===== config.mk =====
export PLATFORM = sky130hd
export DESIGN_NAME = pp_ext_ctrl
export DESIGN_NICKNAME = d
export VERILOG_FILES = /design/src/rtl/pp_ext_ctrl.sv
export SDC_FILE = /design/constraint.sdc
export NUM_CORES = 1
export LEC_CHECK = 0
export ABC_AREA = 1
export BUFFER_PORTS_ARGS = -buffer_cell sky130_fd_sc_hd__buf_2
export CORE_MARGIN = 2
export CORE_UTILIZATION = 42
export CTS_BUF_LIST = sky130_fd_sc_hd__clkbuf_16
export CTS_CLUSTER_DIAMETER = 120
export CTS_CLUSTER_SIZE = 20
export DETAILED_ROUTE_END_ITERATION = 16
export SLEW_MARGIN = 25
export SYNTH_ARGS = -nofsm -noshare
export SYNTH_HDL_FRONTEND = slang
export SYNTH_SLANG_ARGS = --single-unit

===== constraint.sdc =====
create_clock -name clk -period 2.25 [get_ports clk]
set_input_delay 0.225 -clock clk [delete_from_list [all_inputs] [get_ports clk]]
set_output_delay 0.225 -clock clk [all_outputs]
set_load 0.05 [all_outputs]

===== src/rtl/pp_ext_ctrl.sv =====
module pp_ext_ctrl #(
  parameter int DEPTH = 16
) (
  input  logic       clk,
  input  logic       rst_n,
  input  logic       host_wr,
  input  logic       host_rd,
  input  logic [2:0] host_addr,
  input  logic [7:0] host_wdata,
  output logic [7:0] host_rdata,
  input  logic       port_dir,
  input  logic [7:0] pin_in,
  output logic [7:0] pd_out,
  output logic       pd_oe,
  input  logic       rx_valid,
  input  logic [7:0] rx_data,
  input  logic       drain_rdy,
  output logic       drain_valid,
  output logic [7:0] drain_data,
  output logic       drain_tag,
  input  logic       fault_n,
  output logic       fault_irq,
  output logic       dma_en,
  output logic       dma_req
);
  localparam int AW = $clog2(DEPTH);
  localparam int CW = $clog2(DEPTH + 1);

  logic [2:0]    mode;
  logic          ien_n, dma_on, svc;
  logic [7:0]    latch, cfg_a, cfg_b;
  logic [8:0]    mem [DEPTH];
  logic [AW-1:0] rp, wp;
  logic [CW-1:0] cnt;
  logic          fault_q, irq_q;

  wire full    = cnt == CW'(DEPTH);
  wire empty   = cnt == '0;
  wire fwd     = (mode == 3'b010 || mode == 3'b011) && !port_dir;
  wire ecp_rev = mode == 3'b011 && port_dir;
  wire m_test  = mode == 3'b110;
  wire m_cfg   = mode == 3'b111;
  wire ctrl_wr = host_wr && host_addr == 3'd3;
  wire clr     = mode == 3'b000 || (ctrl_wr && host_wdata[7:5] == 3'b000);

  wire push_d = host_wr && host_addr == 3'd1 &&
                (m_test || mode == 3'b010 || (mode == 3'b011 && !port_dir));
  wire push_a = host_wr && host_addr == 3'd2 && mode == 3'b011 && !port_dir;
  wire push_r = ecp_rev && rx_valid;
  wire push   = (push_d || push_a || push_r) && !full;
  wire [8:0] push_word = {push_a, push_r ? rx_data : host_wdata};

  wire host_pop_ok = m_test || ecp_rev;
  wire pop_host  = host_rd && host_addr == 3'd1 && host_pop_ok && !empty;
  wire pop_drain = fwd && !empty && drain_rdy;
  wire pop       = pop_host || pop_drain;

  always_ff @(posedge clk) begin
    if (!rst_n) begin
      mode <= 3'b000; ien_n <= 1'b1; dma_on <= 1'b0; svc <= 1'b0;
      latch <= '0; cfg_a <= '0; cfg_b <= '0;
      fault_q <= 1'b1; irq_q <= 1'b0;
    end else begin
      if (ctrl_wr) {mode, ien_n, dma_on, svc} <= host_wdata[7:2];
      if (host_wr && host_addr == 3'd0) latch <= host_wdata;
      if (host_wr && host_addr == 3'd4 && m_cfg) cfg_a <= host_wdata;
      if (host_wr && host_addr == 3'd5 && m_cfg) cfg_b <= host_wdata;
      fault_q <= fault_n;
      irq_q   <= (!ien_n && fault_q && !fault_n) ||
                 (ctrl_wr && ien_n && !host_wdata[4] && !fault_n);
    end
  end

  always_ff @(posedge clk) begin
    if (!rst_n || clr) begin
      rp <= '0; wp <= '0; cnt <= '0;
    end else begin
      if (push) wp <= wp + 1'b1;
      if (pop)  rp <= rp + 1'b1;
      if (push && !pop)      cnt <= cnt + 1'b1;
      else if (pop && !push) cnt <= cnt - 1'b1;
    end
  end

  always_ff @(posedge clk)
    if (push && !clr) mem[wp] <= push_word;

  always_comb begin
    case (host_addr)
      3'd0:    host_rdata = (mode == 3'b001) ? pin_in : latch;
      3'd1:    host_rdata = (host_pop_ok && !empty) ? mem[rp][7:0] : 8'h00;
      3'd3:    host_rdata = {mode, ien_n, dma_on, svc, full, empty};
      3'd4:    host_rdata = m_cfg ? cfg_a : 8'h00;
      3'd5:    host_rdata = m_cfg ? cfg_b : 8'h00;
      default: host_rdata = 8'h00;
    endcase
  end

  assign pd_out      = latch;
  assign pd_oe       = !((mode == 3'b001 || mode == 3'b011) && port_dir);
  assign drain_valid = fwd && !empty;
  assign drain_data  = mem[rp][7:0];
  assign drain_tag   = mem[rp][8];
  assign fault_irq   = irq_q;
  assign dma_en      = dma_on;
  assign dma_req     = dma_on && ((fwd && !full) || (ecp_rev && !empty));
endmodule


==> results of run 1 <==
## per-stage QoR
stage / cells / total power [W] / setup TNS [ns]
finish: 1311 / 0.00703 / -0.000204
global placement: 1257 / 0.00415 / 0
CTS: 1296 / 0.00705 / -0.00877
floorplan: 913 / 0.00404 / 0
global route: 1311 / 0.00724 / -0.765
detailed placement: 1257 / 0.00415 / -0.0821
## per-layer routing
metal	share of wire [%]	vias to the layer above	track usage (%)
met5	0	-	0
met4	1.8	0	5.29
met3	5.3	29	3.93
met2	48	200	33.8
met1	45	3277	29.5
li1	-	3307	-
## synth_stat cells, types with 2 or more instances
master    number  share of area [%]
a21oi_1       36                2.0
a21oi_2       10                1.0
buf_2         11               0.63
buf_4          7               0.60
buf_6         12                1.5
clkbuf_1       9               0.38
clkinv_1       2              0.085
dfxtp_1       49                 11
edfxtp_1     144                 49
ha_1           9                1.3
inv_1         60                2.6
inv_2         10               0.43
mux2_2         2               0.26
mux2_4         2               0.34
nand2_1      245                 10
nand2_2        6               0.43
nand3_1       95                5.4
nand3_2        3               0.34
nand4_1        4               0.28
nor2_1        97                4.1
nor2_2         4               0.28
nor3_1         2               0.11
o211ai_1      13                1.1
o211ai_2       2               0.28
o21ai_0       55                3.1
o21ai_1        4               0.23
xnor2_1        3               0.30
xor2_1         5               0.50
## worst paths after layout
path,depth (start not counted),end
min,3,cfg_b[0]$_SDFFE_PN0P_
max,11,host_rdata[6]
max reg2reg,11,cnt[2]$_SDFFE_PP0P_
min reg2reg,2,pd_out[4]$_SDFFE_PN0P_
## final cells by class
type / count / area share (%)
clock buffer: 17 / 3.88
clock inverter: 15 / 1.36
inverter: 74 / 2.65
multi-input combinational: 606 / 29.2
sequential: 193 / 48.5
tap: 270 / 3.08
timing repair buffer: 136 / 11.3
## sequential cells by signal, summed over array words and instances, names as in the netlist, 3 cells and up, named ones only
name    flops
wp          4
mem       144
cnt         5
cfg_a       8
pd_out      8
cfg_b       8
mode        3
rp          4
## worst max-delay path, cell delays in order, from the launching register on
cell	delay, ns
dfxtp_4	0.45
buf_6	0.16
buf_12	0.12
nand2_1	0.05
nand2_1	0.05
nand2_1	0.04
nand3_1	0.14
nand3_2	0.15
nand2_2	0.14
nand2_2	0.06
nand2_2	0.09
buf_8	0.14
## what timing repair did
item / in CTS / in global routing
pin swaps: 1 / 42
buffers inserted: 3 / 6
cloned: 3 / 10
endpoints found under the setup margin: 18 / 20
resized for setup: 28 / 90
hold buffers: 1 / 0
hold endpoints to repair: 1 / 0
## power by group
part | leakage, nW | internal, W | switching [W]
registers | 1.72 | 0.00382 | 0.00000616
logic | 2.38 | 0.0000773 | 0.000187
clock network | 0.276 | 0.00156 | 0.00139
total | 4.38 | 0.00545 | 0.00159
## cell families (layout without fill, tap and decap cells)
| family | after synthesis | count (layout) | share of synthesized area [%] |
|---|---|---|---|
| and+or+nand+nor | 462 | 462 | 22.3 |
| DFF | 193 | 193 | 60.3 |
| AOI/OAI and AO/OA | 122 | 122 | 8.07 |
| buffers and inverters | 114 | 242 | 6.39 |
| adders and majority gates | 10 | 10 | 1.51 |
| xor gates and xnor gates | 8 | 8 | 0.797 |
| muxes | 4 | 4 | 0.598 |
==> metrics.yaml, run 1 <==
detailed_routing:
  totalWireLength_um: 24000
  drtIter0Drc: 478
  routed_via_density: 5.20
  dr.pass1.iters: 5
  vias: 6813
  wl_per_cell_um: 18.3
  ant_nets: 0
  drc_errors: 0
worst_setup_path:
  rrSetupSlack_ns: 0.14
  crit-reg2reg-launch: "cnt[3]$_SDFFE_PP0P_"
  required_ns: 2.03
  critical_path_class: "reg -> out"
  worstPathArrival_ns: 2.03
  end_kind: "output port"
  crit_path_max_fanout: 5
  worstSetupStartpointType: "flop"
yosys:
  synth_cell_type_count: 40
  seq_area_frac_synth_pct: 60.3
  synth_seq_cells: 193
  syn_inst: 913
  postSynthAreaPerCell_um2: 9.63
  postSynth.asyncResetShare_pct: 0
  synth_fp_nets: 958
  synth_flop_cell: "edfxtp_1"
  synth_edf_count: 144
  yosysWarnings: 0
  synth_area_um2: 8790
clock_network:
  clock_sinks: 193
  h-tree-depth: 4
  path_clk_slew_ns: 0.07
  cts_max_path_buffers: 2
  cts_buffers: 17
  tritoncts: "done"
  cts_root_buffer: "clkbuf_16"
  clk_latency_ns: 0.43
sta:
  slew_headroom_pct: 67.6
  fin_ws_ns: -0.000204
  timing.final.crit_share_pct: 100
  min_period_ns: 2.25
  whs_ns: 0.107
  fin_skew_ns: 0.00936
  rsz0062_at_grt: "yes"
  final-hold-violation-count: 0
  setup_viol: 1
  worstMarginPinSlew_ns: 0.485
  final_max_slew_viol_count: 0
  timing.fmax_mhz: 444
finish:
  area_growth_pct: 24.8
  n_fill_cell: 1812
  mostFrequentLayoutCell: "nand2_1"
  final_layout_size_suffix_gt1_share_pct: 25.6
  layout_common_cells: "228 x nand2_1, 144 x edfxtp_1, 94 x nor2_1, 71 x nand3_1, 58 x inv_1"
  seqCellArea_um2: 5320
  finalNetCount: 1073
  post-route-util_pct: 53.9
  stdcell_area_um2: 11000
  n_antenna_cell: 0
  multiInputGateArea_um2: 3210
run:
  drv_cap: 0
floorplan:
  die_area_um2: 22100
  die_h_um: 149
  io_pins: 65
  dieWidth_um: 149
  start_util_pct: 43.2
  rows: 52
  core_area_um2: 20400
placed_design:
  place_area_um2: 9600
  gp_congestion: 0.849
  post-dp-hpwl_um: 14500
  place_ws_ns: -0.0441
  io_buffers: 64
min_path:
  min_from: "host_wdata[0]"
  worst_hold_path_type: "in -> reg"
global_routing:
  grt_pass1_vias: 6133
  antenna_found_initial: 0
  grt_first_pass_wirelength_um: 34600
  grt_util_all_layers_pct: 21.0
  grt_max_degree: 47
  grt_overflow: 0
run_status:
  violations: "negative setup slack"
  status: "finished, violations left"
power:
  ir_drop_mv: 0.497
  p_per_area_nw_per_um2: 641
  power.leakage_nw: 4.38
Power figures use the tool's default switching activity.
==> run 2, diff against run 1 <==
TNS_END_PERCENT = 5   (was default)
==> run 2 against run 1 <==
Against the previous run: the run still ends with negative setup slack left; worst hold slack gained 0.013 ns; via count shrank 1.5%; final area shrank 2.2%; critical endpoint unchanged; largest cell class unchanged; highest routed layer unchanged.
==> metrics.yaml, run 2 (synthesis gave the netlist of run 1 again) <==
placed_design:
  place_area_um2: 9600  # unchanged
  gp_congestion: 0.849  # unchanged
  post-dp-hpwl_um: 14500  # unchanged
  io_buffers: 64  # unchanged
  dp.cells: 1257  # unchanged
  place_ws_ns: -0.0441  # unchanged
run_status:
  status: "finished, violations left"
  violations: "negative setup slack"
sta:
  timing.final.crit_share_pct: 100  # +0.18 points
  min_period_ns: 2.25  # +0.00398 ns
  worstMarginPinSlew_ns: 0.474  # -0.0117 ns
  fin_skew_ns: 0.00980  # +0.000438 ns
  final-hold-violation-count: 0  # unchanged
  finalSetupTns_ns: -0.00419  # -0.00398 ns
  final_max_slew_viol_count: 0  # unchanged
  rsz0062_at_grt: "yes"
  slew_headroom_pct: 68.4  # +0.78 points
  setup_viol: 1  # unchanged
  timing.fmax_mhz: 444  # -0.18%
  fin_ws_ns: -0.00419  # -0.00398 ns
global_routing:
  grt_util_all_layers_pct: 20.8  # -0.22 points
  grt_first_pass_wirelength_um: 34400  # -0.60%
  grt_pass1_vias: 6109  # -0.39%
  antenna_found_initial: 0  # unchanged
  grt_max_degree: 47  # unchanged
  grt_overflow: 0  # unchanged
detailed_routing:
  totalWireLength_um: 23600  # -2.0%
  dr.pass1.iters: 6  # +1
  wl_per_cell_um: 18.1  # -1.3%
  routed_via_density: 5.15  # -0.82%
  vias: 6711  # -1.5%
  drtIter0Drc: 590  # +23%
  drc_errors: 0  # unchanged
  ant_nets: 0  # unchanged
finish:
  multiInputGateArea_um2: 3130  # -2.4%
  post-route-util_pct: 52.7  # -1.2 points
  stdcell_area_um2: 10700  # -2.2%
  finalNetCount: 1064  # -0.84%
  fin_cells: 1302  # -0.69%
  largest-register: "mem"
  n_fill_cell: 1829  # +0.94%
  area_growth_pct: 22.0
  final_layout_size_suffix_gt1_share_pct: 23.9  # -1.6 points
  largest_reg_flops: 144  # unchanged
  layout_common_cells: "227 x nand2_1, 144 x edfxtp_1, 96 x nor2_1, 79 x nand3_1, 59 x inv_1"
  seqCellArea_um2: 5320  # unchanged
  mostFrequentLayoutCell: "nand2_1"
  n_antenna_cell: 0  # unchanged
run:
  drv_cap: 0  # unchanged
floorplan:
  rows: 52  # unchanged
  io_pins: 65  # unchanged
  die_area_um2: 22100  # unchanged
  dieWidth_um: 149  # unchanged
  start_util_pct: 43.2  # unchanged
  die_h_um: 149  # unchanged
  core_area_um2: 20400  # unchanged
worst_setup_path:
  critical_path_class: "reg -> out"
  worstSetupStartpointType: "flop"
  crit_end: "host_rdata[6]"
  crit-reg2reg-launch: "cnt[3]$_SDFFE_PP0P_"
  end_kind: "output port"
  ff2ff_path_depth: 13  # +2
  worstPathArrival_ns: 2.03  # about the same
  crit_path_max_fanout: 7  # +2
  required_ns: 2.03  # about the same
  reg2reg_to: "cnt[4]$_SDFFE_PP0P_"
  rrSetupSlack_ns: 0.17  # +0.03 ns
power:
  power.leakage_nw: 4.27  # -2.4%
  combPwrFrac_pct: 3.7  # about the same
  p_per_area_nw_per_um2: 655  # +2.1%
  internal-power_w: 0.00545  # about the same
  ir_drop_mv: 0.495  # -0.54%
  swShare_pct: 22.5  # -0.054 points
  clockPowerShare_pct: 41.9  # about the same
  p_seq_share_pct: 54.4  # about the same
  p_switching_w: 0.00158  # -0.35%
clock_network:
  path_clk_slew_ns: 0.07  # about the same
  cts_max_path_buffers: 2  # unchanged
  cts_buffers: 17  # unchanged
  clock_sinks: 193  # unchanged
  clk_latency_ns: 0.43  # about the same
  h-tree-depth: 4  # unchanged
  tritoncts: "done"
  cts_root_buffer: "clkbuf_16"
min_path:
  worst_hold_path_type: "in -> reg"
-- run 2: cell types whose count changed in the layout (fill, tap and decap cells not counted), sizes merged --
cell and delta:
buf -2, bufbuf -1, clkbuf -6, clkinv +2, inv -2
-- run 2: metal layers --
metal	global-route usage (%)	wire [µm]	up-vias
met5	0	0	-
met3	3.37	1400	19
met2	33.7	11400	211
met4	5.10	263	0
li1	-	-	3283
met1	29.4	10500	3198
-- run 2: final cells by class --
| class | count | share of cell area, % |
|---|---|---|
| clock inverters | 15 | 1.39 |
| multi-input cells | 606 | 29.2 |
| flip-flops and latches | 193 | 49.6 |
| well taps | 270 | 3.15 |
| inverters | 74 | 2.74 |
| clock buffers | 17 | 3.97 |
| repair buffers | 127 | 10.0 |
-- run 2: stage by stage --
stage	hold slack [ns]	total power, W
after floorplan	0.314	0.00404
after global placement	0.427	0.00415
after detailed placement	0.427	0.00415
after CTS	0.100	0.00705
after global routing	0.113	0.00723
final	0.120	0.00703
-- run 2: worst min-delay path by stage --
stage                        startpoint                    end  slack, ns  cells past startpoint
after floorplan                   rst_n     fault_q$_SDFF_PN1_       0.31                      1
after global placement          fault_n     fault_q$_SDFF_PN1_       0.43                      3
after detailed placement        fault_n     fault_q$_SDFF_PN1_       0.43                      3
after CTS                 host_wdata[0]  cfg_a[0]$_SDFFE_PN0P_       0.10                      3
after global routing      host_wdata[3]  cfg_b[3]$_SDFFE_PN0P_       0.11                      3
final                     host_wdata[0]  cfg_b[0]$_SDFFE_PN0P_       0.12                      3
-- run 2: critical path, stage by stage (launching register included) --
cell and delay (ns):
dfxtp_4 0.41, buf_12 0.17, clkbuf_16 0.16, nor2_1 0.04, nor2_1 0.08, o21ai_1 0.07
nand3_1 0.13, nand3_1 0.10, nand2_2 0.12, nand2_2 0.07, nand2_2 0.08, buf_6 0.15
-- run 2: timing repair --
| action | in CTS | in global routing |
|---|---|---|
| setup buffers | 0 | 4 |
| gates resized for setup | 29 | 62 |
| endpoints found under the hold margin | 1 | 0 |
| endpoints found under the setup margin | 18 | 20 |
| pin swaps | 2 | 19 |
| hold buffers | 1 | 0 |
| gates cloned | 2 | 7 |
-- run 2: power groups by stage --
stage	Sequential (W)	Clock, W	Combinational, W
final	0.00382	0.00294	0.000260
after global routing	0.00382	0.00313	0.000282
after CTS	0.00382	0.00298	0.000253
after detailed placement	0.00391	0	0.000246
after global placement	0.00391	0	0.000245
after floorplan	0.00393	0	0.000117
==> run 3, diff against run 2 <==
clock period = 2.1 ns   (was 2.25 ns; I/O delays follow)
==> run 3 against run 2 <==
Against the previous run: the run still ends with negative setup slack left; core utilization grew 0.59 points; worst hold slack lost 0.025 ns; cell count grew 1.6%; sequential share of layout area shrank 0.60 points; via count grew 0.45%; combinational power grew 10%; sequential power grew 7.3%; final area grew 1.1%; critical path type unchanged.
==> metrics.yaml, run 3 (synthesis gave the netlist of run 1 again) <==
power:
  ir_drop_mv: 0.550  # +11%
  combPwrFrac_pct: 3.7  # about the same
  clockPowerShare_pct: 43.8  # +1.9 points
  p_seq_share_pct: 52.5  # -1.9 points
  p_switching_w: 0.00171  # +8.3%
  internal-power_w: 0.00609  # +12%
  swShare_pct: 21.9  # -0.56 points
  p_per_area_nw_per_um2: 720  # +9.9%
  power.leakage_nw: 4.38  # +2.5%
min_path:
  worst_hold_path_type: "in -> reg"
sta:
  fin_ws_ns: -0.113  # -0.109 ns
  final_max_slew_viol_count: 0  # unchanged
  final-hold-violation-count: 0  # unchanged
  timing.final.crit_share_pct: 105
  timing.fmax_mhz: 452
  rsz0062_at_grt: "yes"
  worstMarginPinSlew_ns: 0.490  # +0.0166 ns
  setup_viol: 15  # +14
  slew_headroom_pct: 67.3  # -1.1 points
  min_period_ns: 2.21
  finalSetupTns_ns: -1.12  # -1.11 ns
  fin_skew_ns: 0.00984  # +0.0000343 ns
global_routing:
  grt_util_all_layers_pct: 21.4  # +0.67 points
  grt_pass1_vias: 6524  # +6.8%
  antenna_found_initial: 0  # unchanged
  grt_overflow: 0  # unchanged
  grt_first_pass_wirelength_um: 35900  # +4.4%
  grt_max_degree: 36  # -23%
detailed_routing:
  totalWireLength_um: 23200  # -1.6%
  routed_via_density: 5.10  # -1.1%
  dr.pass1.iters: 5  # -1
  drc_errors: 0  # unchanged
  vias: 6741  # +0.45%
  wl_per_cell_um: 17.5  # -3.1%
  ant_nets: 0  # unchanged
  drtIter0Drc: 505  # -14%
floorplan:
  core_area_um2: 20400  # unchanged
  dieWidth_um: 149  # unchanged
  die_area_um2: 22100  # unchanged
  start_util_pct: 43.2  # unchanged
  io_pins: 65  # unchanged
  rows: 52  # unchanged
  die_h_um: 149  # unchanged
finish:
  mostFrequentLayoutCell: "nand2_1"
  n_antenna_cell: 0  # unchanged
  fin_cells: 1323  # +1.6%
  post-route-util_pct: 53.3  # +0.59 points
  area_growth_pct: 23.4
  largest-register: "mem"
  finalNetCount: 1085  # +2.0%
  final_layout_size_suffix_gt1_share_pct: 24.4  # +0.47 points
  layout_common_cells: "234 x nand2_1, 144 x edfxtp_1, 95 x nor2_1, 84 x nand3_1, 72 x buf_4"
  largest_reg_flops: 144  # unchanged
placed_design:
  post-dp-hpwl_um: 14700  # +1.4%
  io_buffers: 64  # unchanged
  place_ws_ns: -0.0897  # -0.0455 ns
  gp_congestion: 0.897  # +5.7%
  dp.cells: 1282  # +2.0%
run:
  drv_cap: 0  # unchanged
worst_setup_path:
  end_kind: "output port"
  critical_path_class: "reg -> out"
  worstPathArrival_ns: 2.00  # -0.03 ns
  required_ns: 1.89  # -0.14 ns
  worstSetupStartpointType: "flop"
  crit_path_max_fanout: 13  # +6
clock_network:
  h-tree-depth: 4  # unchanged
  cts_max_path_buffers: 2  # unchanged
  cts_root_buffer: "clkbuf_16"
  cts_buffers: 17  # unchanged
  clock_sinks: 193  # unchanged
  path_clk_slew_ns: 0.07  # about the same
  clk_latency_ns: 0.43  # about the same
  tritoncts: "done"
run_status:
  violations: "negative setup slack"
  status: "finished, violations left"
## run 3: cell types whose count changed in the layout (fill, tap and decap cells not counted), moves of 3 or more
cell,previous run,this run
nand2_1,227,234
nor2_2,2,5
clkbuf_16,23,20
o21ai_1,12,15
o21ai_0,47,44
nand2_2,22,16
nand3_2,18,14
buf_4,46,72
nand3_1,79,84
buf_2,54,47
## run 3: power groups by stage
| stage | sequential [W] | clock, W | combinational (W) |
|---|---|---|---|
| after floorplan | 0.00421 | 0 | 0.000125 |
| after global placement | 0.00418 | 0 | 0.000275 |
| after detailed placement | 0.00418 | 0 | 0.000275 |
| after CTS | 0.00410 | 0.00346 | 0.000284 |
| after global routing | 0.00410 | 0.00361 | 0.000311 |
| final | 0.00410 | 0.00342 | 0.000287 |
## run 3: layer usage
| metal | track usage (%) | part of all wire, % | vias up |
|---|---|---|---|
| met3 | 3.44 | 4.9 | 25 |
| met1 | 29.9 | 46 | 3196 |
| met5 | 0 | 0 | - |
| li1 | - | - | 3329 |
| met4 | 6.81 | 1.6 | 0 |
| met2 | 34.5 | 48 | 191 |
## run 3: path summary, 6_finish.rpt
| check | slack (ns) | depth (start not counted) | end | from |
|---|---|---|---|---|
| worst min register to register | 0.47 | 2 | pd_out[1]$_SDFFE_PN0P_ | pd_out[1]$_SDFFE_PN0P_ |
| worst max register to register | 0.05 | 15 | cnt[4]$_SDFFE_PP0P_ | mode[2]$_SDFFE_PN0P_ |
| worst min-delay path | 0.09 | 3 | ien_n$_SDFFE_PN1P_ | host_wdata[4] |
| worst max-delay path | -0.11 | 10 | host_rdata[5] | flop |
## run 3: area by class of cell
| cell class | instances | area (µm²) |
|---|---|---|
| Inverter | 74 | 292 |
| Clock buffer | 17 | 425 |
| Multi-Input combinational cell | 606 | 3050 |
| Timing Repair Buffer | 148 | 1220 |
| Tap cell | 270 | 338 |
| Sequential cell | 193 | 5310 |
| Fill cell | 1800 | 9520 |
| Clock inverter | 15 | 203 |
## run 3: worst max-delay path: stages, from the launching register on
cell and delay [ns]:
dfxtp_4 0.47, buf_4 0.23, nor2_1 0.06, nor2_1 0.07, o21ai_0 0.09, nand3_1 0.09
nand3_1 0.10, nand2_2 0.14, nand2_1 0.07, nand2_1 0.09, buf_6 0.16
## run 3: what timing repair did
item,4_1_cts,5_1_grt
setup buffers,4,0
hold buffers,1,0
resized for setup,63,20
cloned,2,3
setup endpoints to repair,20,21
endpoints found under the hold margin,1,0
pin swaps,3,8
## run 3: per-stage QoR
| stage | total power (W) | instance area [µm²] | hold WS [ns] |
|---|---|---|---|
| 5_1_grt | 0.00802 | 10800 | 0.0916 |
| 3_3_place_gp | 0.00446 | 9820 | 0.411 |
| 6_report | 0.00781 | 10800 | 0.0944 |
| 4_1_cts | 0.00784 | 10800 | 0.0775 |
| 3_5_place_dp | 0.00446 | 9820 | 0.423 |
| 2_1_floorplan | 0.00433 | 8800 | 0.299 |
